--- src/rtl/irq_pkg.sv ---
package irq_pkg;
  localparam int unsigned CTRL_ADDR = 6;
  localparam int unsigned REL_BIT   = 0;
endpackage

--- src/rtl/irq_reg_slice.sv ---
module irq_reg_slice #(
  parameter int unsigned REG_W = 8
) (
  input  logic             clk_i,
  input  logic             rst_ni,
  input  logic [REG_W-1:0] evt_i,
  input  logic             stat_wr_i,
  input  logic             mask_wr_i,
  input  logic [REG_W-1:0] wdata_i,
  output logic [REG_W-1:0] stat_o,
  output logic [REG_W-1:0] mask_o,
  output logic             hit_o
);
  logic [REG_W-1:0] stat_q, mask_q, clr_vec;

  assign clr_vec = stat_wr_i ? wdata_i : '0;

  // set wins over clear in the same cycle
  always_ff @(posedge clk_i or negedge rst_ni) begin
    if (!rst_ni) stat_q <= '0;
    else         stat_q <= (stat_q & ~clr_vec) | evt_i;
  end

  always_ff @(posedge clk_i or negedge rst_ni) begin
    if (!rst_ni)        mask_q <= '0;
    else if (mask_wr_i) mask_q <= wdata_i;
  end

  assign stat_o = stat_q;
  assign mask_o = mask_q;
  assign hit_o  = |(evt_i & mask_q);


  evt_set_chk: assert property (@(posedge clk_i) disable iff (!rst_ni)
    (|evt_i) |=> ((stat_q & $past(evt_i)) == $past(evt_i)));

  w1c_chk: assert property (@(posedge clk_i) disable iff (!rst_ni)
    (stat_wr_i && evt_i == '0) |=> ((stat_q & $past(wdata_i)) == '0));

  mask_wr_chk: assert property (@(posedge clk_i) disable iff (!rst_ni)
    mask_wr_i |=> (mask_q == $past(wdata_i)));
endmodule

--- src/rtl/irq_pin_drv.sv ---
module irq_pin_drv #(
  parameter int unsigned NUM_REGS = 5
) (
  input  logic                clk_i,
  input  logic                rst_ni,
  input  logic [NUM_REGS-1:0] hit_i,
  input  logic                rel_i,
  output logic                pull_o
);
  logic pull_q, any_hit;

  assign any_hit = |hit_i;

  // new unmasked event beats a release in the same cycle
  always_ff @(posedge clk_i or negedge rst_ni) begin
    if (!rst_ni) pull_q <= 1'b0;
    else         pull_q <= any_hit | (pull_q & ~rel_i);
  end

  assign pull_o = pull_q;


  hit_assert_chk: assert property (@(posedge clk_i) disable iff (!rst_ni)
    any_hit |=> pull_q);

  release_chk: assert property (@(posedge clk_i) disable iff (!rst_ni)
    (rel_i && !any_hit) |=> !pull_q);

  no_rearm_chk: assert property (@(posedge clk_i) disable iff (!rst_ni)
    (!pull_q && !any_hit) |=> !pull_q);
endmodule

--- src/rtl/irq_pin_ctrl_top.sv ---
module irq_pin_ctrl_top #(
  parameter int unsigned NUM_REGS  = 5,
  parameter int unsigned REG_W     = 8,
  parameter int unsigned ADDR_W    = 4,
  parameter int unsigned MASK_BASE = 8
) (
  input  logic                      clk_i,
  input  logic                      rst_ni,
  input  logic [NUM_REGS*REG_W-1:0] evt_i,
  input  logic                      wr_en_i,
  input  logic [ADDR_W-1:0]         addr_i,
  input  logic [REG_W-1:0]          wdata_i,
  output logic [REG_W-1:0]          rdata_o,
  output logic                      irq_pull_o
);
  import irq_pkg::*;

  localparam logic [ADDR_W-1:0] CTRL_A = ADDR_W'(CTRL_ADDR);

  logic [NUM_REGS-1:0][REG_W-1:0] stat, mask;
  logic [NUM_REGS-1:0]            hit;
  logic                           rel;

  assign rel = wr_en_i && addr_i == CTRL_A && wdata_i[REL_BIT];

  for (genvar g = 0; g < NUM_REGS; g++) begin : g_slice
    localparam logic [ADDR_W-1:0] STAT_A = ADDR_W'(g);
    localparam logic [ADDR_W-1:0] MASK_A = ADDR_W'(MASK_BASE + g);
    irq_reg_slice #(.REG_W(REG_W)) i_slice (
      .clk_i    (clk_i),
      .rst_ni   (rst_ni),
      .evt_i    (evt_i[g*REG_W +: REG_W]),
      .stat_wr_i(wr_en_i && addr_i == STAT_A),
      .mask_wr_i(wr_en_i && addr_i == MASK_A),
      .wdata_i  (wdata_i),
      .stat_o   (stat[g]),
      .mask_o   (mask[g]),
      .hit_o    (hit[g])
    );
  end

  always_comb begin
    rdata_o = '0;
    for (int i = 0; i < NUM_REGS; i++) begin
      if (addr_i == ADDR_W'(i))             rdata_o = stat[i];
      if (addr_i == ADDR_W'(MASK_BASE + i)) rdata_o = mask[i];
    end
  end

  irq_pin_drv #(.NUM_REGS(NUM_REGS)) i_pin (
    .clk_i (clk_i),
    .rst_ni(rst_ni),
    .hit_i (hit),
    .rel_i (rel),
    .pull_o(irq_pull_o)
  );


  ctrl_rd_zero_chk: assert property (@(posedge clk_i) disable iff (!rst_ni)
    (addr_i == CTRL_A) |-> (rdata_o == '0));

  rel_race_chk: assert property (@(posedge clk_i) disable iff (!rst_ni)
    (rel && |hit) |=> irq_pull_o);
endmodule

--- config.mk ---
export PLATFORM = sky130hd
export DESIGN_NAME = irq_pin_ctrl_top
export DESIGN_NICKNAME = d
export VERILOG_FILES = /design/src/rtl/irq_pkg.sv /design/src/rtl/irq_reg_slice.sv /design/src/rtl/irq_pin_drv.sv /design/src/rtl/irq_pin_ctrl_top.sv
export SDC_FILE = /design/constraint.sdc
export NUM_CORES = 1
export LEC_CHECK = 0
export BUFFER_PORTS_ARGS = -buffer_cell sky130_fd_sc_hd__buf_4
export CORE_AREA = 5 5 93 95
export CTS_BUF_LIST = sky130_fd_sc_hd__clkbuf_4 sky130_fd_sc_hd__clkbuf_8 sky130_fd_sc_hd__clkbuf_16
export DETAILED_ROUTE_END_ITERATION = 8
export DIE_AREA = 0 0 98 100
export PLACE_DENSITY = 0.81
export SLEW_MARGIN = 20
export SYNTH_ARGS = -nofsm -noshare
export SYNTH_HDL_FRONTEND = slang
export SYNTH_SLANG_ARGS = --single-unit
--- constraint.sdc ---
create_clock -name clk_i -period 2.1 [get_ports clk_i]
set_clock_uncertainty 0.15 [all_clocks]
set_input_delay 0.21 -clock clk_i [delete_from_list [all_inputs] [get_ports clk_i]]
set_output_delay 0.21 -clock clk_i [all_outputs]
set_load 0.02 [all_outputs]
# After elaboration in Yosys (flattened, before gate mapping)
# Index checks and enable logic that the tools add are counted.
# totals
reg_bits	81
in_bits	55
out_inout_bits	9
wordCells	73
# classes
eq_ne	10
mux	15
bitwise	23
n_reduce_logical	14
# ops
operator	n
8-bit two-way mux	15
8-bit bitwise AND	10
8-bit NOT	5
8-bit bitwise OR	5
40-bit OR reduction	1
4-bit equality test (second input constant)	5
1-bit logical AND	12
4-bit by 2-bit equality test with 1-bit output (second input constant)	2
4-bit by 3-bit equality test with 1-bit output (second input constant)	2
4-bit by 1-bit equality test with 1-bit output (second input constant)	1
4-bit zero test	1
1-bit bitwise AND	1
1-bit NOT	1
1-bit bitwise OR	1

# Depth between registers and ports, before layout
# logic_depth
ltp_word	11
depth_mapped	7
depth_no_buf	4

# Cells and area by module
# Synthesis repeated with hierarchy kept, for this count alone.
# unflattened
cells_unflattened	380
area_unflattened_um2	4362.9
# by_module_without_submodules
module	n_inst	cells_per_inst	area_per_inst_um2	seq_area_each_um2
irq_reg_slice	5	47	663.1	400.4
irq_pin_ctrl_top	1	140	997.2	0.0
irq_pin_drv	1	5	50.0	25.0

# Worst setup path before layout
# Ideal clock, no wire load.
# synth_timing
path_type	input -> output
startpoint	in addr_i[3]
endpoint	out rdata_o[1]
arrival_ns	1.628
required_time_ns	1.740
path_slack_ns	0.112
cell_stages	6
path_buffers	3
cell_sequence	buf_4 > clkbuf_1 > clkbuf_1 > o22ai_1 > a21o_1 > o21ai_0
# synth_via
elab_chain_cells	11
elab_cells_between_ends	20
classes_between	eq/ne: 9; mux: 10; reduce/logical: 1
# synth_lines
item	line	text
from (decl)	irq_pin_ctrl_top.sv:11	input logic [ADDR_W-1:0] addr_i,
4-bit zero test	irq_pin_ctrl_top.sv:45	if (addr_i == ADDR_W'(i)) rdata_o = stat[i];
8-bit two-way mux	irq_pin_ctrl_top.sv:45	
8-bit two-way mux	irq_pin_ctrl_top.sv:46	if (addr_i == ADDR_W'(MASK_BASE + i)) rdata_o = mask[i];
8-bit two-way mux	irq_pin_ctrl_top.sv:45	
8-bit two-way mux	irq_pin_ctrl_top.sv:46	
8-bit two-way mux	irq_pin_ctrl_top.sv:45	
8-bit two-way mux	irq_pin_ctrl_top.sv:46	
8-bit two-way mux	irq_pin_ctrl_top.sv:45	
8-bit two-way mux	irq_pin_ctrl_top.sv:46	
8-bit two-way mux	irq_pin_ctrl_top.sv:45	
8-bit two-way mux (*)	irq_pin_ctrl_top.sv:46	
to (decl)	irq_pin_ctrl_top.sv:13	output logic [REG_W-1:0] rdata_o,
# Every way passes the cells marked *; elsewhere a longest branch is shown, timed or not.

# Worst setup path in the final report
# layout_timing
startpoint	reg g_slice[1].i_slice.mask_q[5]
endpoint	out rdata_o[5]
# layout_via
elab_chain_cells	7
# layout_lines
item	line	text
from (decl)	irq_reg_slice.sv:14	logic [REG_W-1:0] stat_q, mask_q, clr_vec;
from (signal assigned)	irq_reg_slice.sv:26	else if (mask_wr_i) mask_q <= wdata_i;
8-bit two-way mux	irq_pin_ctrl_top.sv:46	
8-bit two-way mux	irq_pin_ctrl_top.sv:45	
8-bit two-way mux	irq_pin_ctrl_top.sv:46	
8-bit two-way mux	irq_pin_ctrl_top.sv:45	
8-bit two-way mux	irq_pin_ctrl_top.sv:46	
8-bit two-way mux	irq_pin_ctrl_top.sv:45	
8-bit two-way mux	irq_pin_ctrl_top.sv:46	
# Every way passes these cells.

==> impl_metrics.py <==
metrics = {
    "status": {
        "status": "finished, final reports clean",
    },
    "sta": {
        "setup_tns_ns": 0,
        "maxClockFrequency_mhz": 482,
        "grt_setup_unrepaired": "no",
        "drv_slew": 0,
        "finalCriticalPeriod_ns": 2.08,
        "max_slew_margin_pct": 71.3,
        "tightest_slew_ns": 0.430,
        "finalCritPeriodShare_pct": 98.9,
        "hold_violations": 0,
        "setup_viol": 0,
    },
    "clock_network": {
        "cts_buffers": 9,
        "clk_latency_ns": 0.36,
        "h-tree-depth": 3,
        "cts_root_buf": "clkbuf_8",
        "clk_path_buf_depth": 2,
        "cts_tree": "done",
        "clock_sinks": 81,
        "clk_pin_slew_ns": 0.09,
    },
    "synthesis": {
        "synth_edf_count": 0,
        "syn-num-nets": 431,
        "synth_seq_cells": 81,
        "netlist_top_cells_area": "dfrtp_1 (49%), mux2_2 (8.7%), a21o_1 (8.1%)",
        "ys_types": 44,
        "synth_top_cell_by_area": "dfrtp_1",
        "synth.yosys.seq_area_share_pct": 48.8,
        "synth.top_cell.area_share_pct": 48.8,
        "async_reset_ff_share_pct": 100,
        "synthCells": 376,
        "yosysWarnings": 0,
        "dominantRegCellSynth": "dfrtp_1",
        "avgSynthCellArea_sq_um": 11.1,
        "syn_area_sq_um": 4160,
    },
    "run": {
        "cap_violations": 0,
    },
    "worst_hold_path": {
        "hp-class": "in -> reg",
    },
    "cells_and_area": {
        "drive_gt1_share_pct": 33.9,
        "area_growth_pct": 34.9,
        "nNetsFinal": 560,
        "antenna_cells": 0,
        "nFillCells": 552,
    },
    "critical_path": {
        "cp-start-kind": "flip-flop",
        "r2r_end": "i_pin.pull_o$_DFF_PN0_",
        "worst_setup_path_end_kind": "primary output",
        "required_ns": 1.74,
        "critPathLaunch": "g_slice[1].i_slice.mask_o[5]$_DFFE_PN0P_",
        "rr_startpoint": "g_slice[0].i_slice.mask_o[5]$_DFFE_PN0P_",
        "cp_data_arrival_time_ns": 1.72,
        "rrSetupSlack_ns": 0.06,
        "crit_fanout": 3,
        "rr_worst_depth": 5,
        "criticalPathCategory": "reg -> out",
        "cp-endpoint": "rdata_o[5]",
    },
    "detailed_routing": {
        "wl_met3_microns": 1110,
        "via_per_inst": 6.05,
        "drc": 0,
        "ant_nets": 0,
        "wl_met1_microns": 5200,
        "first_pass_iters": 5,
        "dr_total_vias": 3705,
        "avgRoutedWirePerCell_microns": 21.3,
        "first_iter_violations": 357,
        "routed-wl-met2_microns": 6300,
        "drt-total-wl_microns": 13000,
        "highest_layer": "met4",
    },
    "floorplanning": {
        "design.portCount": 64,
        "design.die.area_sq_um": 9800,
        "core_sq_um": 7650,
        "row_count": 32,
        "start_util_pct": 54.4,
        "die_y_microns": 100,
        "die_w_microns": 98,
    },
    "power": {
        "swShare_pct": 27.8,
        "ir_worst_vdd_mv": 0.437,
        "leakagePower_uw": 0.00235,
        "power-per-cell-area_nw_per_um2": 731,
        "p_total_uw": 4100,
        "switchingPower_uw": 1140,
        "power.internal_uw": 2960,
        "clkPwrFrac_pct": 31.1,
        "seqPwrFrac_pct": 47.0,
        "power_frac_comb_pct": 21.9,
    },
    "global_route": {
        "grt_first_pass_wirelength_microns": 20900,
        "grt_pass1_vias": 3924,
        "grt_use_total_pct": 27.6,
        "antenna_found_initial": 0,
        "grt.overflow.total": 0,
        "grt_max_degree": 54,
    },
    "placement": {
        "gp_congestion": 0.947,
        "dpl.hpwl_microns": 9360,
        "port_buffers": 63,
    },
}
==> cell usage after synthesis, types with 2 or more instances <==
cell type and n:
o22ai_1 11, mux4_2 4, a22o_1 7, nor3b_1 2, nor2_1 9, or3_1 5, nor2_2 8, nand3_1 3
o21ai_0 4, a22oi_1 7, dfrtp_1 81, a32oi_1 3, a21o_1 45, buf_2 7, nand2_1 42, a221oi_1 8
clkbuf_1 14, a21oi_1 16, nand2b_1 10, mux2_2 32, inv_1 4, o21a_1 3, o221ai_1 3, nor2b_1 4
and2_1 3, mux2i_1 13, nor3_1 3, mux2_4 8, nand4_1 2
==> power by group through the flow <==
stage | clock (uW) | combinational [uW] | sequential [uW]
finish | 1280 | 899 | 1930
CTS | 1290 | 873 | 1920
floorplan | 0 | 494 | 1880
detailed placement | 0 | 797 | 1950
global route | 1370 | 966 | 1950
global placement | 0 | 776 | 1940
==> cells by family (layout without fill, tap and decap cells) <==
kind of cell | after synthesis | count (layout) | synth area share [%]
AO/OA/AOI/OAI | 111 | 111 | 19.2
buffers and inverters | 28 | 162 | 3.01
flip-flops | 81 | 81 | 48.8
multiplexers | 57 | 57 | 16.9
AND/OR/NAND/NOR | 99 | 99 | 12.2
==> sequential cells by signal, indices dropped and copies added (netlist names) <==
name and cells:
i_pin.pull_o 1, g_slice.i_slice.mask_o 40, g_slice.i_slice.stat_o 40
==> worst min-delay path by stage <==
stage               startpoint                                       end  depth (start not counted)
floorplan               rst_ni  g_slice[0].i_slice.mask_o[0]$_DFFE_PN0P_                          0
global placement        rst_ni    g_slice[2].i_slice.stat_o[7]$_DFF_PN0_                          1
detailed placement      rst_ni    g_slice[2].i_slice.stat_o[7]$_DFF_PN0_                          1
CTS                 wdata_i[3]  g_slice[0].i_slice.mask_o[3]$_DFFE_PN0P_                          2
global route        wdata_i[4]  g_slice[1].i_slice.mask_o[4]$_DFFE_PN0P_                          2
finish              wdata_i[3]  g_slice[0].i_slice.mask_o[3]$_DFFE_PN0P_                          2
==> layout make-up <==
cell class	instances	area [sq um]	share of cell area (%)
Clock buffer	11	145	2.59
Sequential cell	81	2030	36.1
Inverter	4	15.0	0.268
Tap cell	102	128	2.28
Timing Repair Buffer	142	1210	21.5
Multi-Input combinational cell	267	2010	35.8
Clock inverter	5	78.8	1.41
==> cells in the final DEF, fill, tap and decap left out, types with 3 or more instances in the layout <==
cell type	instances
dlygate4sd3_1	41
a21o_1	45
nand2_1	42
o22ai_1	11
mux4_2	4
buf_4	98
o21a_1	3
a32oi_1	3
mux2_2	32
clkbuf_8	10
dfrtp_1	81
nor2_1	9
a22oi_1	7
nand2b_1	10
o21ai_1	3
nor3_1	3
inv_1	4
nand3_1	3
nor2_2	8
and2_1	3
a21oi_1	15
mux2i_1	13
or3_1	5
o221ai_1	3
a221oi_1	8
a22o_1	7
nor2b_1	4
buf_12	3
mux2_4	8
==> per-layer routing <==
| layer | track usage, % | vias up |
|---|---|---|
| met5 | 0 | - |
| met4 | 11.0 | 0 |
| met3 | 5.91 | 50 |
| met2 | 45.4 | 203 |
| met1 | 35.7 | 1817 |
| li1 | - | 1635 |
==> through the flow <==
| stage | instances | cell area (sq um) | setup WS, ns | util, % | hold slack, ns |
|---|---|---|---|---|---|
| CTS | 610 | 5590 | 0.000765 | 73.1 | 0.00602 |
| global route | 612 | 5610 | 0.000629 | 73.3 | 0.0211 |
| global placement | 552 | 4950 | 0.151 | 64.7 | 0.0223 |
| floorplan | 376 | 4160 | 0.112 | - | -0.236 |
| detailed placement | 552 | 4950 | 0.101 | 64.7 | 0.0246 |
| finish | 612 | 5610 | 0.0238 | 73.3 | 0.0241 |
==> critical path, stage by stage, from the launching register on <==
cell,delay [ns]
dfrtp_1,0.41
mux4_2,0.51
a21oi_1,0.17
o21ai_1,0.10
buf_4,0.17
==> timing repair <==
item                                   in CTS  in global routing
endpoints found under the hold margin      68                  0
resized for setup                           0                  4
pin swaps                                   0                  0
hold buffers                               41                  0
setup endpoints to repair                   1                  4
buffers inserted                            1                  2
Note: power is estimated with default switching activity, not from simulation.
